[config.mk]
export PLATFORM = sky130hd
export DESIGN_NAME = hdx_reg_reader
export DESIGN_NICKNAME = d
export VERILOG_FILES = /design/src/rtl/hdx_reg_reader.sv
export SDC_FILE = /design/constraint.sdc
export NUM_CORES = 1
export LEC_CHECK = 0
export ABC_AREA = 1
export ABC_CLOCK_PERIOD_IN_PS = 5500
export CAP_MARGIN = 15
export CORE_ASPECT_RATIO = 0.75
export CORE_UTILIZATION = 60
export DETAILED_ROUTE_END_ITERATION = 8
export PLACE_DENSITY = 0.85
export SLEW_MARGIN = 20
export SYNTH_ARGS = -nofsm -noshare
export SYNTH_HDL_FRONTEND = slang
export SYNTH_SLANG_ARGS = --single-unit
[constraint.sdc]
create_clock -name clk -period 5.5 [get_ports clk]
set_clock_uncertainty 0.15 [all_clocks]
set_input_delay 0.825 -clock clk [delete_from_list [all_inputs] [get_ports clk]]
set_output_delay 0.825 -clock clk [all_outputs]
set_load 0.005 [all_outputs]
[src/rtl/hdx_reg_reader.sv]
module hdx_reg_reader #(
  parameter int HALF_CYC = 13,
  parameter int GAP_CYC  = 10000
) (
  input  logic       clk,
  input  logic       rst_n,
  input  logic       start,
  input  logic [6:0] addr,
  input  logic       pwr_down,
  output logic       busy,
  output logic       done,
  output logic [7:0] rdata,
  output logic       sclk,
  output logic       sdio_out,
  output logic       sdio_oe,
  input  logic       sdio_in
);
  localparam int HW = $clog2(HALF_CYC + 1);
  localparam int GW = $clog2(GAP_CYC + 1);

  typedef enum logic [1:0] {S_IDLE, S_ADDR, S_GAP, S_DATA} st_t;

  st_t         st;
  logic [HW-1:0] hcnt;
  logic [GW-1:0] gcnt;
  logic [2:0]  bcnt;
  logic [7:0]  sh;

  wire ph_end = hcnt == HW'(HALF_CYC - 1);
  wire gap_end = gcnt == GW'(GAP_CYC - 1);
  wire go = start && !pwr_down && st == S_IDLE;

  assign busy = st != S_IDLE;

  always_ff @(posedge clk) begin
    if (!rst_n) begin
      st       <= S_IDLE;
      sclk     <= 1'b1;
      sdio_out <= 1'b0;
      sdio_oe  <= 1'b0;
      done     <= 1'b0;
      rdata    <= '0;
      hcnt     <= '0;
      gcnt     <= '0;
      bcnt     <= '0;
      sh       <= '0;
    end else begin
      done <= 1'b0;
      case (st)
        S_IDLE: if (go) begin
          st       <= S_ADDR;
          sclk     <= 1'b0;
          sdio_out <= 1'b0;
          sdio_oe  <= 1'b1;
          sh       <= {addr, 1'b0};
          hcnt     <= '0;
          bcnt     <= '0;
        end
        S_ADDR: if (ph_end) begin
          hcnt <= '0;
          if (!sclk) sclk <= 1'b1;
          else if (bcnt == 3'd7) begin
            st      <= S_GAP;
            sdio_oe <= 1'b0;
            gcnt    <= '0;
          end else begin
            sclk     <= 1'b0;
            sdio_out <= sh[7];
            sh       <= {sh[6:0], 1'b0};
            bcnt     <= bcnt + 3'd1;
          end
        end else hcnt <= hcnt + 1'b1;
        S_GAP: if (gap_end) begin
          st   <= S_DATA;
          sclk <= 1'b0;
          hcnt <= '0;
          bcnt <= '0;
        end else gcnt <= gcnt + 1'b1;
        S_DATA: if (ph_end) begin
          hcnt <= '0;
          if (!sclk) begin
            sclk <= 1'b1;
            sh   <= {sh[6:0], sdio_in};
          end else if (bcnt == 3'd7) begin
            st    <= S_IDLE;
            done  <= 1'b1;
            rdata <= sh;
          end else begin
            sclk <= 1'b0;
            bcnt <= bcnt + 3'd1;
          end
        end else hcnt <= hcnt + 1'b1;
        default: st <= S_IDLE;
      endcase
    end
  end
endmodule

# After elaboration in Yosys (flattened, before gate mapping)
# Index checks and enable logic that the tools add are counted.
# op_classes
eq_ne	20
n_mux	46
n_addsub	3
reduce_logical	19
# ops
operator	n
2-to-1 mux 14 bit	4
2-to-1 mux 8 bit	6
case mux 14 bit (2 select lines)	1
inequality test 2 bit (second input constant)	12
case mux 8 bit (3 select lines)	1
AND reduction 5 bit	4
2-to-1 mux 2 bit	8
2-to-1 mux 3 bit	5
adder 14 x 1 -> 14 bit (second input constant)	1
equality test 14 bit (second input constant)	1
2-to-1 mux 1 bit	12
2-to-1 mux 4 bit	3
case mux 4 bit (3 select lines)	1
case mux 3 bit (3 select lines)	1
case mux 2 bit (4 select lines)	1
AND reduction 4 bit	2
AND reduction 8 bit	1
AND reduction 7 bit	1
nonzero test 2 bit	3
adder 4 x 1 -> 4 bit (second input constant)	1
equality test 2 bit (second input constant)	2
equality test 4 bit (second input constant)	1
inequality test 2 x 1 -> 1 bit (second input constant)	2
case mux 1 bit (2 select lines)	2
11 further kinds	12
# word_totals
elab_cells	98
reg_bits	43

# Depth between registers and ports, before layout
# logic_depth
depth_word	5
ltp_mapped	11

# Least setup slack after synthesis
# No wires, ideal clock.
# synth_timing
kind	input to register
start	input pwr_down
end	register sh[6]
setup_time_ps	119
slack_ps	3628
stages	8
arrival_time_ps	1603
path_cell_list	inv_1 -> a21oi_2 -> inv_1 -> o21ai_2 -> nor2_4 -> buf_6 -> o21ai_0 -> a21oi_1
# synth_via
elab_chain_cells	5
# synth_lines
item	line	source
start: declaration	9	input logic pwr_down,
logical NOT 1 bit	31	wire go = start && !pwr_down && st == S_IDLE;
logical AND 1 bit (2 in series)	31	
inequality test 2 bit (no source line)	n/a	
AND reduction 7 bit (no source line)	n/a	
end signal: assignment	55	sh <= {addr, 1'b0};
end signal: assignment	69	sh <= {sh[6:0], 1'b0};
end signal: assignment	83	sh <= {sh[6:0], sdio_in};
end: declaration	27	logic [7:0] sh;
# No other way between the ends.
# A chain may end at the register's enable or synchronous reset.

==> out/results.txt <==
Num rows -> 20
Flop-to-flop setup slack -> 3190 ps
CTS tree -> built
Setup TNS -> 0 ps
Final worst path period need -> 2784 ps
Final Setup Violations -> 0
Syn. warnings -> 0
HPWL Detailed -> 4027 um
Worst skew pair latency -> 300 ps
Flops & latches, synth -> 43
Global-route wire length before repair -> 9722 um
Worst hold path class -> register to register
Buffers & Inverters on Critical Path -> 2
Least-Margin Pin Slew -> 954.8 ps
Reg clk slew, reported paths -> 90 ps
Slew headroom -> 36.15%
Uppermost layer routed -> met4
Status -> complete, no violations
Synth cell count leaders -> nand2_1, nor2_1, dfxtp_1
Die H -> 58.21 um
Post-DP Area -> 0.002759 mm^2
Met1 wire length -> 2641 um
Met2 wire length -> 2625 um
Post-synthesis cell type count -> 33
IO buf count -> 24
Max-Cap Viols -> 0
Synthesis-to-finish area growth -> 13.61%
CTS resizes -> 0
Min Hold Slack -> 329.1 ps
Crit start category -> input port
Top-count cell post-synth -> nand2_1
Cell Chain, Critical Path -> clkdlybuf4s50_1, inv_1, o21bai_1, nor2_1
Fin. Hold Viols -> 0
Post-synthesis cell count -> 350
Pleak -> 1.203 nW
Max Clk Rate -> 359.2 MHz
Gr usage total -> 27.72%
Final core occ -> 70.83%
Core area -> 0.004054 mm^2
Cell area after synthesis -> 0.002527 mm^2
Starting Density -> 62.35%
Routed wl met3 -> 344 um
TritonCTS Sinks -> 43
Placed insts -> 420
Number of flops mapped to enable cells by yosys -> 0
Synth top area cells -> dfxtp_1, nand2_1, nor2_1
Delay-heaviest family, CP -> buffers and inverters
Number of H-tree levels -> 2
Pin count of the biggest net entering global routing -> 28
WS Path Type -> input port to register
Die Area -> 0.004479 mm^2
Critical Path RT -> 5600 ps
Syn Nets -> 373
Initial DRC count -> 259
N_diodes -> 0
Critical path arrival -> 2880 ps
RSZ-0062 raised after global routing -> false
Antenna violations before repair -> 0
Asr flop ratio synth -> 0%
Final instance area -> 0.002872 mm^2
Final ANT Viol Nets -> 0
Layout cells sized above 1 -> 12.33%
CP Max Fanout -> 27
Routed WL -> 5667 um
Final Non-Filler Cells -> 428
# DRC -> 0
Root Driver -> clkbuf_8
Setup Buffers After CTS -> 0
Routed len/inst -> 13.24 um
Seq/Total Area, Yosys -> 34.06%
Ys flop type -> dfxtp_1
Vias in the first global route -> 2,155
Grt ovf -> 0
Syn avg cell area -> 7.221 um^2
First drt pass iteration count -> 4
Fin nets -> 395
Critical Path Sink Type -> register
Final Max Slew Viols -> 0
Crit-path slowest cell -> clkdlybuf4s50_1
Final period util -> 50.62%
Slowest stage delay, CP -> 1100 ps
Total CTS buffers -> 5
I/O pins -> 25
Die W -> 76.95 um
Deepest clock path buffer count -> 2
Post-synth top area cell -> dfxtp_1
Hold buffers post-CTS -> 0
Cell Pwr Density -> 397.2 mW/mm^2
Top cell type's share of synthesized area -> 34.06%
Vias per cell -> 5.369
Via count -> 2,298
VDD IR-drop max -> 0.3155 mV
RePlAce Congestion -> 0.8458
## final cells by class
| cell class | instances | area [um^2] |
|---|---|---|
| Clock buffer | 5 | 68.82 |
| Clock inverter | 3 | 43.79 |
| Fill cell | 344 | 1182 |
| Inverter | 43 | 161.4 |
| Multi-Input combinational cell | 253 | 1413 |
| Sequential cell | 43 | 860.8 |
| Tap cell | 55 | 68.82 |
| Timing Repair Buffer | 26 | 255.2 |
## tightest hold or removal path, delay by kind of cell, from the launching register on
family | cells | cell delay, ps
flops | 1 | 320
buf+inv | 1 | 60
compound gates | 1 | 60
## cell families (layout without fill, tap and decap cells)
group | count (synthesis) | in the layout | share of synthesized area [%]
adders and majority gates | 11 | 11 | 5.445
DFF | 43 | 43 | 34.06
and+or+nand+nor | 176 | 176 | 33.76
muxes | 5 | 5 | 1.980
xor gates and xnor gates | 3 | 3 | 1.040
AOI/OAI and AO/OA | 58 | 58 | 13.66
buffers and inverters | 54 | 77 | 10.05
## registers in the layout, summed over array words and instances (netlist names)
register,count
bcnt,3
done,1
gcnt,14
hcnt,4
rdata,8
sclk,1
sdio_oe,1
sdio_out,1
sh,8
st,2
## final timing paths
kind	cells past startpoint	startpoint	to
hold reg to reg	2	sh[0]$_SDFFE_PN0P_	rdata[0]$_SDFFE_PN0P_
hold / removal	2	sh[0]$_SDFFE_PN0P_	rdata[0]$_SDFFE_PN0P_
setup / recovery	4	rst_n	bcnt[2]$_SDFFE_PN0P_
setup reg to reg	9	st[1]$_SDFFE_PN0P_	bcnt[0]$_SDFFE_PN0P_
## routing by layer
metal	vias up	track usage [%]
li1	1170	-
met1	1059	36.04
met2	62	46.56
met3	7	5.039
met4	0	9.890
met5	-	0
## where the power goes
group          internal, mW  leakage (nW)  switching (mW)
clock network         0.135        0.0581           0.118
logic                 0.165         0.796           0.328
registers             0.358         0.350          0.0365
total                 0.658          1.20           0.483
## placed cells by master (no fill, tap or decap), drive strengths merged
| cell | count |
|---|---|
| a21oi | 34 |
| buf | 2 |
| bufinv | 1 |
| clkbuf | 5 |
| clkdlybuf4s50 | 24 |
| clkinv | 2 |
| dfxtp | 43 |
| ha | 11 |
| inv | 43 |
| mux2i | 5 |
| nand2 | 75 |
| nand3 | 22 |
| nand4 | 11 |
| nor2 | 61 |
| nor3 | 2 |
| nor3b | 4 |
| o21ai | 22 |
| o21bai | 1 |
| o2bb2ai | 1 |
| or2 | 1 |
| xor2 | 3 |
## through the flow
step,power (mW),worst slack [ps]
final,1.141,2716
after detailed placement,0.8837,2462
after global placement,0.8646,2473
after CTS,1.137,2763
after floorplan,0.7978,3628
after global routing,1.222,2632
Note: power is estimated with default switching activity, not from simulation.
